<file path="src/rtl/rstctl_pkg.sv">
package rstctl_pkg;

  localparam int NUM_SRC  = 3;
  localparam int IDX_POR  = 0;
  localparam int IDX_RTC  = 1;
  localparam int IDX_PROC = 2;

  typedef enum logic {
    MODE_ALL_PINS = 1'b0,
    MODE_NO_RTC   = 1'b1
  } strapMode_e;

  typedef struct packed {
    logic               rtcTake;
    logic               procTake;
    logic [NUM_SRC-1:0] flagClr;
  } ctlStrobes_t;

endpackage

</file>
<file path="src/rtl/rstctl_qual.sv">
module rstctl_qual #(
  parameter int SYNC_STAGES = 2,
  parameter int MIN_WIDTH   = 2
) (
  input  logic clk,
  input  logic por,
  input  logic reqRaw,
  output logic qualified
);

  localparam int CNT_W = $clog2(MIN_WIDTH + 1);
  localparam logic [CNT_W-1:0] CNT_MAX = CNT_W'(MIN_WIDTH);

  logic [SYNC_STAGES-1:0] syncQ;
  logic [CNT_W-1:0]       widthCnt;
  logic                   reqSync;

  // Shift the raw pin level into the 32 kHz domain
  always_ff @(posedge clk or posedge por) begin
    if (por) syncQ <= '0;
    else     syncQ <= {syncQ[SYNC_STAGES-2:0], reqRaw};
  end

  assign reqSync = syncQ[SYNC_STAGES-1];

  // Count consecutive asserted samples; restart on any deassertion
  always_ff @(posedge clk or posedge por) begin
    if (por)                    widthCnt <= '0;
    else if (!reqSync)          widthCnt <= '0;
    else if (widthCnt != CNT_MAX) widthCnt <= widthCnt + 1'b1;
  end

  assign qualified = (widthCnt == CNT_MAX);

endmodule

</file>
<file path="src/rtl/rstctl_ctrl.sv">
module rstctl_ctrl
  import rstctl_pkg::*;
(
  input  logic               rtcQual,
  input  logic               procQual,
  input  strapMode_e         mode,
  input  logic               rtcResetEnable,
  input  logic               procPinIsReset,
  input  logic [NUM_SRC-1:0] flagClear,
  output ctlStrobes_t        strobes
);

  logic rtcAllowed;
  logic procAllowed;

  always_comb begin
    rtcAllowed  = 1'b0;
    procAllowed = 1'b0;
    unique case (mode)
      MODE_ALL_PINS: begin
        rtcAllowed  = rtcResetEnable;
        procAllowed = 1'b1;
      end
      MODE_NO_RTC: begin
        rtcAllowed  = 1'b0;
        procAllowed = procPinIsReset;
      end
      default: ;
    endcase
  end

  always_comb begin
    strobes          = '0;
    strobes.rtcTake  = rtcQual & rtcAllowed;
    strobes.procTake = procQual & procAllowed;
    strobes.flagClr  = flagClear;
  end

endmodule

</file>
<file path="src/rtl/rstctl_datapath.sv">
module rstctl_datapath
  import rstctl_pkg::*;
#(
  parameter int SYNC_STAGES    = 2,
  parameter int MIN_WIDTH      = 2,
  parameter int RELEASE_CYCLES = 2
) (
  input  logic               clk,
  input  logic               porPinN,
  input  logic               rtcPinN,
  input  logic               procPinN,
  input  ctlStrobes_t        strobes,
  output logic               rtcQual,
  output logic               procQual,
  output logic [NUM_SRC-1:0] domRst,
  output logic [NUM_SRC-1:0] flags
);

  localparam int NUM_GATED = NUM_SRC - 1;
  localparam int REL_W     = $clog2(RELEASE_CYCLES + 1);
  localparam logic [REL_W-1:0] REL_LOAD = REL_W'(RELEASE_CYCLES);

  logic                 por;
  logic [NUM_GATED-1:0] rawReq;
  logic [NUM_GATED-1:0] qualVec;
  logic [NUM_SRC-1:0]   takeVec;

  assign por    = ~porPinN;
  assign rawReq = {~procPinN, ~rtcPinN};

  genvar g;
  generate
    for (g = 0; g < NUM_GATED; g++) begin : g_qual
      rstctl_qual #(
        .SYNC_STAGES(SYNC_STAGES),
        .MIN_WIDTH  (MIN_WIDTH)
      ) i_qual (
        .clk      (clk),
        .por      (por),
        .reqRaw   (rawReq[g]),
        .qualified(qualVec[g])
      );
    end
  endgenerate

  assign rtcQual  = qualVec[0];
  assign procQual = qualVec[1];

  always_comb begin
    takeVec           = '0;
    takeVec[IDX_RTC]  = strobes.rtcTake;
    takeVec[IDX_PROC] = strobes.procTake;
  end

  // Per-domain hold counter: async assert on POR, sync release
  generate
    for (g = 0; g < NUM_SRC; g++) begin : g_dom
      logic [REL_W-1:0] holdCnt;
      always_ff @(posedge clk or posedge por) begin
        if (por) begin
          holdCnt   <= REL_LOAD;
          domRst[g] <= 1'b1;
        end else if (takeVec[g]) begin
          holdCnt   <= REL_LOAD;
          domRst[g] <= 1'b1;
        end else if (holdCnt > REL_W'(1)) begin
          holdCnt   <= holdCnt - 1'b1;
        end else begin
          holdCnt   <= '0;
          domRst[g] <= 1'b0;
        end
      end
    end
  endgenerate

  // Sticky source flags; a set in the same cycle overrides a clear
  generate
    for (g = 0; g < NUM_SRC; g++) begin : g_flag
      always_ff @(posedge clk or posedge por) begin
        if (por) flags[g] <= (g == IDX_POR);
        else     flags[g] <= takeVec[g] | (flags[g] & ~strobes.flagClr[g]);
      end
    end
  endgenerate

endmodule

</file>
<file path="src/rtl/rstctl_top.sv">
module rstctl_top
  import rstctl_pkg::*;
#(
  parameter int SYNC_STAGES    = 2,
  parameter int MIN_WIDTH      = 2,
  parameter int RELEASE_CYCLES = 2
) (
  input  logic       clk32k,
  input  logic       porPinN,
  input  logic       rtcPorPinN,
  input  logic       procPinN,
  input  logic       modeStrap,
  input  logic       rtcResetEnable,
  input  logic       procPinIsReset,
  input  logic [2:0] flagClear,
  output logic       chipRstN,
  output logic       rtcRstN,
  output logic       procRstN,
  output logic [2:0] resetFlags
);

  ctlStrobes_t        strobes;
  logic               rtcQual;
  logic               procQual;
  logic [NUM_SRC-1:0] domRst;

  rstctl_ctrl i_ctrl (
    .rtcQual       (rtcQual),
    .procQual      (procQual),
    .mode          (strapMode_e'(modeStrap)),
    .rtcResetEnable(rtcResetEnable),
    .procPinIsReset(procPinIsReset),
    .flagClear     (flagClear),
    .strobes       (strobes)
  );

  rstctl_datapath #(
    .SYNC_STAGES   (SYNC_STAGES),
    .MIN_WIDTH     (MIN_WIDTH),
    .RELEASE_CYCLES(RELEASE_CYCLES)
  ) i_dp (
    .clk     (clk32k),
    .porPinN (porPinN),
    .rtcPinN (rtcPorPinN),
    .procPinN(procPinN),
    .strobes (strobes),
    .rtcQual (rtcQual),
    .procQual(procQual),
    .domRst  (domRst),
    .flags   (resetFlags)
  );

  assign chipRstN = ~domRst[IDX_POR];
  assign rtcRstN  = ~domRst[IDX_RTC];
  assign procRstN = ~domRst[IDX_PROC];

endmodule

</file>
<file path="config.mk">
export PLATFORM = sky130hd
export DESIGN_NAME = rstctl_top
export DESIGN_NICKNAME = d
export VERILOG_FILES = /design/src/rtl/rstctl_pkg.sv /design/src/rtl/rstctl_qual.sv /design/src/rtl/rstctl_ctrl.sv /design/src/rtl/rstctl_datapath.sv /design/src/rtl/rstctl_top.sv
export SDC_FILE = /design/constraint.sdc
export NUM_CORES = 1
export LEC_CHECK = 0
export ABC_AREA = 1
export BUFFER_PORTS_ARGS = -buffer_cell sky130_fd_sc_hd__buf_4
export CAP_MARGIN = 25
export CORE_MARGIN = 2
export CORE_UTILIZATION = 49
export CTS_BUF_LIST = sky130_fd_sc_hd__clkbuf_4
export DETAILED_ROUTE_END_ITERATION = 16
export GPL_TIMING_DRIVEN = 1
export PLACE_DENSITY = 0.86
export SLEW_MARGIN = 20
export SYNTH_ARGS = -nofsm -noshare
export SYNTH_HDL_FRONTEND = slang
export SYNTH_SLANG_ARGS = --single-unit
</file>
<file path="constraint.sdc">
create_clock -name clk32k -period 0.92 [get_ports clk32k]
set_input_delay 0 -clock clk32k [delete_from_list [all_inputs] [get_ports clk32k]]
set_output_delay 0 -clock clk32k [all_outputs]
set_load 0.05 [all_outputs]
</file>
==> metrics.yaml, run 1 <==
status: "finished with violations"
violations: "setup timing"
yosysMostFrequentCell: "inv_1"
ys_warn_count: 0
pre_cts_slack_ps: -90.1
fin_crit_ps: 1040
clock_sinks: 20
die_width_um: 43.3
synth_common_cells: "20 x inv_1, 17 x nand2_1, 13 x dfrtp_1"
wl_per_cell_um: 11.9
slew_headroom: 0.835
worstSkewPairLatency_ps: 300
netlist_top_cells_area: "dfrtp_1 43%, dfstp_2 24%, inv_1 9.9%"
grt_max_degree: 21
p_total_mw: 2.53
synth.avg_cell_area_um2: 9.98
final_cell_area_um2: 1150
overflow: 0
dr.pass1.iters: 3
setup_ws_ps: -122
endpoint_kind: "primary output"
vias: 614
drc: 0
grt_pass1_vias: 594
finalSetupViolations: 8
drive_gt1_frac: 0.438
synth_cell_types: 10
synth-async-reset-ratio: 1.00
clkPwrFrac: 0.162
route.antenna.remaining_nets: 0
peakVddDrop_v: 0.00145
hold_viol: 0
syn_inst: 76
die_area_um2: 1880
io_buffers: 15
cp.required_ps: 920
antenna_found_initial: 0
antennaDiodeCount: 0
timing.fmax_mhz: 959
drt_iter0_drc: 4
cts_htree_levels: 1
drt_wl_total_um: 1520
cts_root_buf: "clkbuf_4"
synthesis.nets: 88
synth_top_cell_by_area: "dfrtp_1"
rsz0062_at_grt: "true"
synth_seq_cells: 20
start_util: 0.515
stdcell_count: 128
p_leak_nw: 0.579
crit_type: "flop to primary output"
syn-cell-area_um2: 758
p_int_mw: 1.68
clkSlewWorstSetupHoldPaths_ps: 100
synth_flop_cell: "dfrtp_1"
cap_violations: 0
numCtsBuffers: 3
comb_power_share: 0.379
cts_buffer_depth: 2
placed_cells_incl_taps: 107
fin_skew_ps: 4.99
core_um2: 1470
tritoncts: "done"
fin_nets: 125
place_congestion: 0.688
die_y_um: 43.3
p_switching_mw: 0.853
place_area_um2: 891
area_growth_pct: 51.6
viasPerCell: 4.80
power_frac_seq: 0.459
p_per_area_nw_per_um2: 2200
cp-start-kind: "flop"
std_cell_rows: 14
grt_pass1_wl_um: 2430
tightest_slew_ps: 248
switching_share: 0.337
fin_crit_sh: 1.13
min_path_type: "primary input to async pin"
yosysTopAreaCellShare: 0.429
holdWs_ps: 95.5
synth_edf_count: 0
cp_max_fo: 2
arrival_ps: 1040
grt_use_total: 0.178
dp_hpwl_um: 835
yosysSeqAreaShare: 0.672
io_pins: 16
maxSlewViolCount: 0
==> state kept, by name (all words and copies together), names as in the netlist <==
signal                       flops
i_dp.g_dom.holdCnt               6
i_dp.g_qual.i_qual.syncQ         4
i_dp.g_qual.i_qual.widthCnt      4
i_dp.domRst                      3
i_dp.flags                       3
==> area by class of cell <==
cell class,count,area [µm²]
repair buffers,32,282
fillers,92,322
multi-input cells,36,235
clock buffers,3,22.5
well taps,16,20.0
flip-flops and latches,20,509
inverters,20,77.6
clock inverters,1,3.75
==> worst max-delay path: stages, from the launching register on <==
cell and delay, ps:
dfstp_2 560, inv_2 40, buf_6 140
==> power groups by stage <==
stage / Sequential, mW / Clock [mW] / Combinational (mW)
after CTS: 1.16 / 0.428 / 0.735
after detailed placement: 1.15 / 0 / 0.564
final: 1.16 / 0.411 / 0.958
after floorplan: 1.22 / 0 / 0.301
after global routing: 1.18 / 0.450 / 1.05
after global placement: 1.14 / 0 / 0.532
==> cells by family (layout without fill, tap and decap cells) <==
family | count (synthesis) | count (layout) | synth area share
AO/OA/AOI/OAI | 4 | 4 | 0.0264
adder cells (fa/ha/maj) | 2 | 2 | 0.0330
buffers and inverters | 20 | 56 | 0.0990
flip-flops | 20 | 20 | 0.672
AND/OR/NAND/NOR | 30 | 30 | 0.170
==> what timing repair did <==
action,CTS,global route
gates resized for setup,14,14
pin swaps,4,4
hold endpoints to repair,29,0
buffers inserted,3,5
setup endpoints to repair,15,13
hold buffers,9,0
==> routing by layer <==
layer,track usage,vias up,wire (µm)
li1,-,304,-
met1,0.216,287,591
met2,0.301,18,819
met3,0.0250,5,59
met4,0.109,0,47
met5,0,-,0
==> path summary, 6_finish.rpt <==
check                           slack [ps]                         startpoint                           endpoint  cells after the start
worst min register to register         360     i_dp.g_qual[1].i_qual.syncQ[0]     i_dp.g_qual[1].i_qual.syncQ[1]                      0
max in group asynchronous              560                            porPinN           i_dp.g_dom[0].holdCnt[1]                      2
worst min-delay path                   100                            porPinN  i_dp.g_qual[1].i_qual.widthCnt[1]                      2
worst max-delay path                  -120                     i_dp.domRst[0]                           chipRstN                      2
min in group clk32k                    340                       flagClear[0]                      i_dp.flags[0]                      3
worst max register to register         -60  i_dp.g_qual[0].i_qual.widthCnt[0]           i_dp.g_dom[1].holdCnt[0]                      5
==> cell usage in the layout (no fill, tap or decap), drive strengths merged <==
cell	n
buf	23
nand3	7
nor2	4
clkinv	1
dfstp	7
dfrtp	13
ha	2
nand2	17
inv	20
a21oi	1
dlygate4sd3	9
nand3b	2
o21ai	3
clkbuf	3
==> through the flow <==
step	utilization	setup TNS (ps)
after CTS	0.727	-485
after global placement	0.605	-205
final	0.781	-530
after global routing	0.781	-927
after detailed placement	0.605	-589
after floorplan	-	-53.8
Note: power is estimated with default switching activity, not from simulation.
==> run 2, diff against run 1 <==
--- a/config.mk
+++ b/config.mk
@@ -7,14 +7,12 @@
 export LEC_CHECK = 0
 export ABC_AREA = 1
 export BUFFER_PORTS_ARGS = -buffer_cell sky130_fd_sc_hd__buf_4
-export CAP_MARGIN = 25
 export CORE_MARGIN = 2
-export CORE_UTILIZATION = 49
+export CORE_UTILIZATION = 37
 export CTS_BUF_LIST = sky130_fd_sc_hd__clkbuf_4
 export DETAILED_ROUTE_END_ITERATION = 16
 export GPL_TIMING_DRIVEN = 1
-export PLACE_DENSITY = 0.86
-export SLEW_MARGIN = 20
+export PLACE_DENSITY = 0.7
 export SYNTH_ARGS = -nofsm -noshare
 export SYNTH_HDL_FRONTEND = slang
 export SYNTH_SLANG_ARGS = --single-unit
==> metrics.yaml, run 2 (same netlist as run 1, synthesis figures left out) <==
rsz0062_at_grt: "true"
cts_htree_levels: 1  # unchanged
drive_gt1_frac: 0.431  # -0.00631
endpoint_kind: "primary output"
grt_pass1_vias: 535  # -9.9%
place_area_um2: 905  # +1.5%
slew_headroom: 0.836  # +0.00110
reg_top3: "i_dp.g_dom.holdCnt x6, i_dp.g_qual.i_qual.syncQ x4, i_dp.g_qual.i_qual.widthCnt x4"
timing.rr.end: "i_dp.g_dom[1].holdCnt[0]"
dr.pass1.iters: 2  # -1
fin_crit_ps: 1030  # -15.4 ps
vias: 570  # -7.2%
rrSetupSlack_ps: -30  # +30 ps
peakVddDrop_v: 0.00105  # -28%
maxSlewViolCount: 0  # unchanged
fin_crit_sh: 1.12  # -0.0167
cts_root_buf: "clkbuf_4"
top_register: "i_dp.g_dom.holdCnt"
die_area_um2: 2430  # +29%
numCtsBuffers: 3  # unchanged
fin_skew_ps: 5.46  # +0.477 ps
status: "finished with violations"
grt_use_total: 0.121  # -0.0578
overflow: 0  # unchanged
io_pins: 16  # unchanged
violations: "setup timing"
pre_cts_slack_ps: -77.5  # +12.6 ps
tightest_slew_ps: 246  # -1.65 ps
clock_sinks: 20  # unchanged
min_path_type: "primary input to async pin"
multi_input_area_um2: 236  # +0.53%
antenna_found_initial: 0  # unchanged
wl_per_cell_um: 9.70  # -18%
dp_hpwl_um: 822  # -1.5%
finalSetupViolations: 7  # -1
final_cell_mix: "15 x nand2_1, 15 x buf_4, 13 x inv_1, 13 x dfrtp_1, 9 x dlygate4sd3_1"
route.antenna.remaining_nets: 0  # unchanged
regArea_um2: 509  # unchanged
reg2reg_from: "i_dp.g_qual[0].i_qual.widthCnt[0]"
cp.required_ps: 920  # about the same
largest_reg_flops: 6  # unchanged
cp-start-kind: "flop"
viasPerCell: 4.19  # -13%
fillers: 168  # +83%
crit_type: "flop to primary output"
p_per_area_nw_per_um2: 2110  # -4.1%
drt_iter0_drc: 1  # -3
area_growth_pct: 50.8
std_cell_rows: 16  # +2
cts_buffer_depth: 2  # unchanged
drc: 0  # unchanged
timing.fmax_mhz: 974  # +1.5%
grt_pass1_wl_um: 2190  # -9.6%
tritoncts: "done"
cap_violations: 0  # unchanged
die_width_um: 49.3  # +14%
crit_end: "chipRstN"
die_y_um: 49.3  # +14%
worstSkewPairLatency_ps: 300  # about the same
place_congestion: 0.650  # -5.5%
io_buffers: 15  # unchanged
core_um2: 1940  # +32%
crit_path_start: "i_dp.domRst[0]"
drt_wl_total_um: 1320  # -13%
cp_max_fo: 2  # unchanged
worst-r2r-cell-count: 5  # unchanged
grt_max_degree: 21  # unchanged
fin_nets: 122  # -2.4%
hold_viol: 0  # unchanged
antennaDiodeCount: 0  # unchanged
setup_ws_ps: -107  # +15.4 ps
start_util: 0.390  # -0.125
p_leak_nw: 0.564  # -2.5%
final_cell_area_um2: 1140  # -0.54%
clkSlewWorstSetupHoldPaths_ps: 110  # about the same
arrival_ps: 1030  # about the same
## run 2: cell count changes in the layout (fill, tap and decap cells not counted), sizes merged
cell  change
buf       -3
## run 2: metrics by stage
stage	total power, mW	utilization	TNS [ps]	hold slack [ps]	instances
floorplan	1.52	-	-53.8	-296	76
global placement	1.67	0.466	-282	-113	118
detailed placement	1.71	0.466	-541	-109	118
CTS	2.32	0.559	-482	91.8	133
global route	2.59	0.589	-842	99.1	136
finish	2.41	0.589	-458	92.6	136
## run 2: routing by layer
layer  global-route usage  wire (µm)
met5                    0          0
met4               0.0571         23
met3               0.0276         60
met2                0.205        654
met1                0.143        581
## run 2: how the worst min path moves through the flow
stage | to | from
finish | i_dp.g_dom[1].holdCnt[0] | porPinN
CTS | i_dp.g_dom[1].holdCnt[0] | porPinN
floorplan | i_dp.flags[1] | porPinN
detailed placement | i_dp.g_dom[1].holdCnt[0] | porPinN
global route | i_dp.g_dom[1].holdCnt[0] | porPinN
global placement | i_dp.flags[1] | porPinN
## run 2: power by group
group	internal (mW)	leakage (nW)	switching, mW
Clock	0.158	0.0154	0.263
Combinational	0.400	0.310	0.433
Sequential	1.05	0.239	0.108
Total	1.61	0.564	0.804
## run 2: final cells by class
cell class,count,share of cell area
Clock buffer,3,0.0197
Clock inverter,1,0.00328
Inverter,20,0.0656
Multi-Input combinational cell,36,0.207
Sequential cell,20,0.445
Tap cell,27,0.0295
Timing Repair Buffer,29,0.230
## run 2: worst max-delay path, cell delays in order (launching register included)
cell and delay (ps):
dfstp_2 550, inv_2 30, buf_6 140
## run 2: repair_timing
action,in CTS,in global routing
setup endpoints to repair,15,14
pin swaps,3,9
gates resized for setup,15,14
cloned,0,0
endpoints found under the hold margin,30,0
hold buffers,9,0
setup buffers,2,3
